===== src/rtl/sarsp_pkg.sv =====
package sarsp_pkg;
  typedef enum logic {
    PH_ACQ  = 1'b0,
    PH_CONV = 1'b1
  } conv_phase_e;

  function automatic int unsigned cnt_bits(input int unsigned n);
    return (n > 1) ? $clog2(n) : 1;
  endfunction
endpackage


===== src/rtl/sarsp_line_sampler.sv =====
module sarsp_line_sampler #(
  parameter int unsigned LINES = 2
) (
  input  logic             clk,
  input  logic             rst,
  input  logic [LINES-1:0] lines_i,
  output logic [LINES-1:0] prev_o
);
  for (genvar g = 0; g < LINES; g++) begin : g_line
    always_ff @(posedge clk) begin
      if (rst) prev_o[g] <= 1'b0;
      else     prev_o[g] <= lines_i[g];
    end
  end
endmodule


===== src/rtl/sarsp_conv_timer.sv =====
module sarsp_conv_timer
  import sarsp_pkg::*;
#(
  parameter int unsigned CONV_CYCLES = 20
) (
  input  logic clk,
  input  logic rst,
  input  logic start_i,
  output logic busy_o,
  output logic done_o
);
  localparam int unsigned CW = cnt_bits(CONV_CYCLES);
  localparam logic [CW-1:0] LAST = CW'(CONV_CYCLES - 1);

  conv_phase_e    phase;
  logic [CW-1:0]  remain;

  always_ff @(posedge clk) begin
    if (rst) begin
      phase  <= PH_ACQ;
      remain <= '0;
    end else if (phase == PH_ACQ) begin
      if (start_i) begin
        phase  <= PH_CONV;
        remain <= LAST;
      end
    end else if (remain == '0) begin
      phase <= PH_ACQ;
    end else begin
      remain <= remain - 1'b1;
    end
  end

  assign busy_o = (phase == PH_CONV);
  assign done_o = (phase == PH_CONV) && (remain == '0);
endmodule


===== src/rtl/sarsp_shifter.sv =====
module sarsp_shifter #(
  parameter int unsigned WIDTH = 18
) (
  input  logic             clk,
  input  logic             rst,
  input  logic             load_i,
  input  logic [WIDTH-1:0] word_i,
  input  logic             shift_i,
  output logic             msb_o
);
  logic [WIDTH-1:0] bits;

  always_ff @(posedge clk) begin
    if (rst)          bits <= '0;
    else if (load_i)  bits <= word_i;
    else if (shift_i) bits <= {bits[WIDTH-2:0], 1'b0};
  end

  assign msb_o = bits[WIDTH-1];
endmodule


===== src/rtl/sarsp_frame_ctrl.sv =====
module sarsp_frame_ctrl #(
  parameter int unsigned WIDTH = 18
) (
  input  logic clk,
  input  logic rst,
  input  logic sel_level_i,
  input  logic sel_rise_i,
  input  logic sel_fall_i,
  input  logic clk_fall_i,
  input  logic conv_busy_i,
  input  logic conv_done_i,
  output logic shift_o,
  output logic oe_o
);
  localparam int unsigned BW = (WIDTH > 1) ? $clog2(WIDTH) : 1;
  localparam logic [BW-1:0] LAST_BIT = BW'(WIDTH - 1);

  logic          armed;
  logic [BW-1:0] bit_idx;
  logic          step;

  assign step    = oe_o && clk_fall_i && !sel_level_i;
  assign shift_o = step && (bit_idx != LAST_BIT);

  always_ff @(posedge clk) begin
    if (rst) begin
      armed <= 1'b0;
    end else if (conv_done_i) begin
      armed <= sel_level_i;
    end else if (sel_rise_i || (sel_fall_i && !conv_busy_i)) begin
      armed <= 1'b0;
    end
  end

  always_ff @(posedge clk) begin
    if (rst) begin
      oe_o    <= 1'b0;
      bit_idx <= '0;
    end else if (sel_rise_i) begin
      oe_o <= 1'b0;
    end else if (sel_fall_i && armed && !conv_busy_i) begin
      oe_o    <= 1'b1;
      bit_idx <= '0;
    end else if (step) begin
      if (bit_idx == LAST_BIT) oe_o <= 1'b0;
      else                     bit_idx <= bit_idx + 1'b1;
    end
  end
endmodule


===== src/rtl/sar_cs_port.sv =====
module sar_cs_port #(
  parameter int unsigned WIDTH       = 18,
  parameter int unsigned CONV_CYCLES = 20
) (
  input  logic             clk,
  input  logic             rst,
  input  logic             convert,
  input  logic             ser_clk,
  input  logic             ser_in,
  input  logic [WIDTH-1:0] sample_word,
  output logic             ser_out,
  output logic             ser_oe
);
  localparam int unsigned SEL = 0;
  localparam int unsigned SCK = 1;

  logic [1:0] prev;
  logic       sel_rise, sel_fall, clk_fall;
  logic       conv_busy, conv_done, shift;

  sarsp_line_sampler #(.LINES(2)) u_lines (
    .clk     (clk),
    .rst     (rst),
    .lines_i ({ser_clk, convert}),
    .prev_o  (prev)
  );

  assign sel_rise = convert && !prev[SEL];
  assign sel_fall = !convert && prev[SEL];
  assign clk_fall = !ser_clk && prev[SCK];

  sarsp_conv_timer #(.CONV_CYCLES(CONV_CYCLES)) u_timer (
    .clk     (clk),
    .rst     (rst),
    .start_i (sel_rise && ser_in),
    .busy_o  (conv_busy),
    .done_o  (conv_done)
  );

  sarsp_frame_ctrl #(.WIDTH(WIDTH)) u_frame (
    .clk         (clk),
    .rst         (rst),
    .sel_level_i (convert),
    .sel_rise_i  (sel_rise),
    .sel_fall_i  (sel_fall),
    .clk_fall_i  (clk_fall),
    .conv_busy_i (conv_busy),
    .conv_done_i (conv_done),
    .shift_o     (shift),
    .oe_o        (ser_oe)
  );

  sarsp_shifter #(.WIDTH(WIDTH)) u_shift (
    .clk     (clk),
    .rst     (rst),
    .load_i  (conv_done),
    .word_i  (sample_word),
    .shift_i (shift),
    .msb_o   (ser_out)
  );
endmodule


===== config.mk =====
export PLATFORM = sky130hd
export DESIGN_NAME = sar_cs_port
export DESIGN_NICKNAME = d
export VERILOG_FILES = /design/src/rtl/sarsp_pkg.sv /design/src/rtl/sarsp_line_sampler.sv /design/src/rtl/sarsp_conv_timer.sv /design/src/rtl/sarsp_shifter.sv /design/src/rtl/sarsp_frame_ctrl.sv /design/src/rtl/sar_cs_port.sv
export SDC_FILE = /design/constraint.sdc
export NUM_CORES = 1
export LEC_CHECK = 0
export BUFFER_PORTS_ARGS = -buffer_cell sky130_fd_sc_hd__buf_2
export CORE_UTILIZATION = 30
export DETAILED_ROUTE_END_ITERATION = 10
export GPL_ROUTABILITY_DRIVEN = 0
export PLACE_DENSITY = 0.56
export SYNTH_ARGS = -nofsm -noshare
export SYNTH_HDL_FRONTEND = slang
export SYNTH_SLANG_ARGS = --single-unit

===== constraint.sdc =====
create_clock -name clk -period 1.9 [get_ports clk]
set_clock_uncertainty 0.1 [all_clocks]
set_input_delay 0.095 -clock clk [delete_from_list [all_inputs] [get_ports clk]]
set_output_delay 0.095 -clock clk [all_outputs]
set_load 0.1 [all_outputs]

==> results.ini, run 1 <==
[status]
run_status=finished, final reports clean

[hold_path]
hold_class=primary input to register

[route]
post_drt_via_cell_ratio=5.33
post_drt_wl_per_cell_um=13.5
drt_wl_total_mm=3.85
drt_first_iter_violations=64
first_pass_iters=4
routed-via-count=1520
drt_drc_violations_left=0
final_antenna_net_count=0

[timing]
worst_slew_pin_slew_ns=0.489
finalSetupViolCount=0
final.min_clock_period_ns=1.79
timing.final.ws_setup_ns=0.111
slew_viol_final=0
finalSetupTns_ns=0
rsz0062_at_grt=false
final_hold_violation_count=0
fmax_mhz=559
layout_worst_path_cycle_share_pct=94.1
tightest_slew_margin_relative_to_the_limit_pct=67.6

[floorplan]
ios=25
floorplan_die_width_um=75.7
placement_rows=26
die_h_um=75.7
core_mm2=0.00517
die_area_mm2=0.00572
initial_utilization_pct=31.5

[cells_and_area]
num-nets-final=240
layout-area-overhead-vs-synth_pct=18.3
number_of_diodes=0
fin_area_mm2=0.00193
postLayoutCoreUtil_pct=37.2
layout-drive-gt1-share_pct=21.4

[global_route]
grt_max_degree=29
globalRoute.totalOverflow=0
grt_first_pass_wirelength_mm=6.41
first_global_vias=1418
grt_antenna_before_repair=0
grtUsageTotal_pct=14.8

[placed_design]
dp_hpwl_mm=2.46
port_buffers=24
detailed_place.area_mm2=0.00182
place_ws_ns=0.0291

[synth]
ys_dominant_reg_cell=dfxtp_1
seq_area_frac_synth_pct=40.6
yosys_register_bits=33
synth_cell_type_count=40
yosysWarnings=0
synth.area.top_cells=dfxtp_1 41%, a311oi_1 9.7%, nand3_1 6.5%
synth_common_cells=33 x dfxtp_1, 21 x nand3_1, 19 x o21ai_0
synth_top_cell_area_share_pct=40.6
most_frequently_used_cell_type_in_the_post_synthesis_netlist=dfxtp_1
synth_top_cell_by_area=dfxtp_1
asyncSetResetFlopFracSynth_pct=0
synth-edff-count=0
synthesized_netlist_cell_count=190
netlist_area_mm2=0.00163
synth.net_count=216
syn-mean-instance-area_um2=8.57

[clock_network]
clk_pin_slew_ns=0.07
clk-insertion-delay-late_ns=0.28
tritoncts=yes
maximum_clock_insertion_buffer_count=2
ctsHtreeMaxLevel=2
clock_sinks=33
cts.repair_timing.setup_buffer_count=0
tritoncts.num_buffers=5
clk_root_buffer_cell=clkbuf_8

[flow_run]
timing.max_cap.violations=0

[critical_path]
worstSetupEndpointType=register
critical_path_fanouts_max=21
critPathKind=register to register
timing.critical_path.arrival_ns=1.91
crit_path_start_kind=register
worstPathRequired_ns=2.02

[pwr]
power.density_mw_per_mm2=744
leakage_nw=0.648
maximum_vdd_drop_mv=0.251

-- metrics by stage --
stage / std cells / total power [mW] / hold WS [ns]
after floorplan: 190 / 0.880 / 0.123
after global placement: 275 / 0.931 / 0.243
after detailed placement: 275 / 0.933 / 0.254
after CTS: 285 / 1.44 / 0.0725
after global routing: 285 / 1.50 / 0.0953
final: 285 / 1.43 / 0.0745
-- path summary, 6_finish.rpt --
check | from | end | slack, ns | depth (start not counted)
max | u_frame.bit_idx[1] | u_frame.bit_idx[2] | 0.11 | 5
min | convert | u_lines.prev_o[0] | 0.07 | 3
max reg2reg | u_frame.bit_idx[1] | u_frame.bit_idx[2] | 0.11 | 5
min reg2reg | u_shift.bits[16] | u_shift.bits[17] | 0.39 | 2
-- power breakdown --
part,switching [mW],total (mW),internal (mW),leakage [nW]
clock,0.248,0.508,0.260,0.0395
combinational,0.0999,0.176,0.0759,0.339
sequential,0.0229,0.749,0.726,0.269
-- area by class of cell --
| type | count | area [um^2] |
|---|---|---|
| well taps | 70 | 87.6 |
| repair buffers | 34 | 200 |
| multi-input cells | 131 | 862 |
| flip-flops and latches | 33 | 662 |
| clock buffers | 8 | 80.1 |
| inverters | 9 | 33.8 |
| fillers | 546 | 3250 |
-- cell usage in the layout, fill, tap and decap left out, types with 2 or more instances in the layout --
cell type      synthesis  final
dfxtp_1               33     32
a21oi_1               11     11
clkbuf_1               8      3
a31o_2                 2      2
nand4_1                2      2
and2_1                 3      3
buf_4                  0      8
clkbuf_8               0      5
inv_1                  9      9
nand4bb_1              2      2
a311oi_1              18     18
nor3_1                18     18
nor2_1                 3      3
nand3_1               21     21
nand2_1                2      2
buf_2                  9     24
ha_1                   3      3
o21ai_0               19     19
o21ai_1                3      3
dlygate4sd3_1          0      2
-- worst max-delay path, cell delays in order, from the launching register on --
cell	delay, ns
dfxtp_1	0.37
inv_1	0.05
ha_1	0.18
and4bb_2	0.37
or4_1	0.51
a21oi_1	0.15
-- registers in the layout, indices dropped and copies added, names as in the netlist --
name,cells
u_frame.oe_o,1
u_timer.remain,5
u_frame.armed,1
u_frame.bit_idx,5
u_lines.prev_o,2
u_shift.bits,18
u_timer.busy_o,1
-- routing by layer --
layer,track usage (%),up-vias,part of all wire [%]
li1,-,778,-
met1,18.6,701,50
met2,23.5,34,44
met3,3.97,7,3.6
met4,7.41,0,2.0
met5,0,-,0
-- repair_timing --
item | CTS | global route
hold buffers | 2 | 0
hold endpoints to repair | 2 | 0
setup endpoints to repair | 0 | 20
resized for setup | 0 | 2
-- cell families after synthesis --
| family | Yosys count | synth area share (%) |
|---|---|---|
| adder cells (fa/ha/maj) | 3 | 2.31 |
| AO/OA/AOI/OAI | 62 | 26.0 |
| buffers and inverters | 26 | 6.69 |
| flip-flops | 33 | 40.6 |
| AND/OR/NAND/NOR | 66 | 24.4 |
Note: power is estimated with default switching activity, not from simulation.
==> run 2: changes to the inputs <==
--- a/config.mk
+++ b/config.mk
@@ -12,4 +12,5 @@
 export PLACE_DENSITY = 0.56
 export SYNTH_ARGS = -nofsm -noshare
 export SYNTH_HDL_FRONTEND = slang
+export SYNTH_HIERARCHICAL = 1
 export SYNTH_SLANG_ARGS = --single-unit
==> run 2 against run 1 <==
Against the previous run: the run now ends with negative hold slack left; register-to-register slack lost 0.05 ns; combinational power grew 39%; sequential share of layout area shrank 2.8 points; die area shrank 1.3%; global-route usage shrank 2.1 points; setup slack lost 0.048 ns; via count shrank 15%; critical path depth grew 2; sequential cell count is the same; cell count shrank 4.2%; non-clock buffer count grew 5; synthesized cell count shrank 14%; largest cell class unchanged.
==> results.ini, run 2 <==
[pwr]
maximum_vdd_drop_mv=0.423
power.density_mw_per_mm2=801
leakage_nw=0.754
total_power_mw=1.69

[synth]
synth.net_count=189
synth.area.top_cells=dfxtp_1 41%, mux2i_1 11%, nor2b_1 9.4%
asyncSetResetFlopFracSynth_pct=0
ys_dominant_reg_cell=dfxtp_1
yosys_register_bits=33
seq_area_frac_synth_pct=41.2
synth_common_cells=33 x dfxtp_1, 24 x nor2b_1, 18 x mux2i_1
syn-mean-instance-area_um2=9.85
synth_cell_type_count=43
synth_top_cell_by_area=dfxtp_1
netlist_area_mm2=0.00161
synth_top_cell_area_share_pct=41.2
synth-edff-count=0
most_frequently_used_cell_type_in_the_post_synthesis_netlist=dfxtp_1
synthesized_netlist_cell_count=163
yosysWarnings=6

[route]
first_pass_iters=4
final_antenna_net_count=0
drt_wl_total_mm=3.20
routed-via-count=1298
drt_first_iter_violations=65
post_drt_wl_per_cell_um=11.7
post_drt_via_cell_ratio=4.75
drt_drc_violations_left=0

[critical_path]
critical_path.max_stage_delay_ns=0.48
crit_slowest_cell=or4b_4
critPathKind=register to register
timing.critical_path.arrival_ns=1.91
worstPathRequired_ns=1.97
crit_path_cell_trace=inv_2 -> ha_4 -> or4b_4 -> nor2_4 -> buf_6 -> nor2b_1 -> a211oi_1
critical_path_fanouts_max=8
worstSetupEndpointType=register
crit_path_start_kind=register

[cells_and_area]
number_of_diodes=0
largest-register=u_shift/bits
layout-drive-gt1-share_pct=33.0
multi_input_area_um2=936
layout.cells.most_common_list=30 x dfxtp_1, 24 x buf_2, 18 x mux2i_1
post_layout_nonfiller_instances=273
top_regs=u_shift/bits: 18 flops, u_frame/bit_idx: 5 flops, u_timer/remain: 5 flops
largest_register_ffs=18
ff_latch_area_um2=664
postLayoutCoreUtil_pct=41.0
filler_cell_count=560
mostFrequentLayoutCell=dfxtp_1
num-nets-final=228
layout-area-overhead-vs-synth_pct=31.3
fin_area_mm2=0.00211

[global_route]
grt_max_degree=22
first_global_vias=1208
grt_first_pass_wirelength_mm=5.28
globalRoute.totalOverflow=0
grtUsageTotal_pct=12.7
grt_antenna_before_repair=0

[floorplan]
die_area_mm2=0.00565
ios=25
core_mm2=0.00514
floorplan_die_width_um=75.2
placement_rows=26
die_h_um=75.2
initial_utilization_pct=31.2

[timing]
tightest_slew_margin_relative_to_the_limit_pct=68.0
worst_slew_pin_slew_ns=0.484
holdWs_ns=-0.00274
finalSetupTns_ns=0
timing.final.ws_setup_ns=0.0637
slew_viol_final=0
final_hold_violation_count=1
finalSetupViolCount=0
rsz0062_at_grt=true
layout_worst_path_cycle_share_pct=96.6
fmax_mhz=545
final.min_clock_period_ns=1.84

[placed_design]
place_ws_ns=0.0313
port_buffers=24
detailed_place.area_mm2=0.00182
post-place-cells=256
dp_hpwl_mm=2.20

[flow_run]
timing.max_cap.violations=0

[clock_network]
maximum_clock_insertion_buffer_count=2
clock_sinks=33
clk_root_buffer_cell=clkbuf_8
tritoncts.num_buffers=5
tritoncts=yes
clk_pin_slew_ns=0.07
clk-insertion-delay-late_ns=0.29
ctsHtreeMaxLevel=2

[hold_path]
hold_class=primary input to register

[status]
violations_in_the_final_reports=negative hold slack
run_status=complete, but fails checks

[run 2: cell count changes after synthesis, moves of 5 or more]
cell      change
mux2i_1      +18
nor3_1       -15
a211oi_1     +16
nand3_1      -20
o21ai_0      -16
a21oi_1       -5
a311oi_1     -17
nor2b_1      +23
buf_2         -7
clkbuf_1      -6
[run 2: repair_timing]
item	4_1_cts	5_1_grt
setup endpoints to repair	0	19
gates resized for setup	0	27
endpoints found under the hold margin	5	2
hold buffers	5	2
setup buffers	0	2
[run 2: logic make-up (layout without fill, tap and decap cells)]
family,count (synthesis),in the layout,synth area share [%]
muxes,18,18,11.2
buffers and inverters,15,55,5.22
adders and majority gates,3,3,2.34
DFF,33,33,41.2
AOI/OAI and AO/OA,39,39,17.5
and+or+nand+nor,55,55,22.6
[run 2: routing by layer]
layer,wire (um),share of wire [%],global-route usage (%)
met5,0,0,0
met3,113,3.5,4.82
met1,1590,50,15.2
met4,57,1.8,5.56
met2,1450,45,20.5
[run 2: critical path, delay by kind of cell (launching register included)]
kind / cells / cell delay [ns]
buffers and inverters: 2 / 0.23
flip-flops: 1 / 0.33
adder cells (fa/ha/maj): 1 / 0.13
AO/OA/AOI/OAI: 1 / 0.06
AND/OR/NAND/NOR: 3 / 0.87
[run 2: final timing paths]
path                                   startpoint                end  slack (ns)  depth (start not counted)
worst max-delay path            u_timer/remain[1]    u_shift/bits[5]        0.06                          7
worst min-delay path               sample_word[3]    u_shift/bits[3]      -0.003                          3
worst max register to register  u_timer/remain[1]    u_shift/bits[5]        0.06                          7
worst min register to register  u_timer/remain[1]  u_timer/remain[1]        0.39                          1
[run 2: where the power goes]
part	switching (mW)	internal [mW]
Sequential	0.0263	0.734
Combinational	0.116	0.129
Clock	0.256	0.427
[run 2: area by class of cell]
class	count	area share [%]
Multi-Input combinational cell	115	44.4
Sequential cell	33	31.5
Timing Repair Buffer	39	12.6
Tap cell	70	4.16
Clock buffer	7	4.10
Inverter	8	1.78
Clock inverter	1	1.43
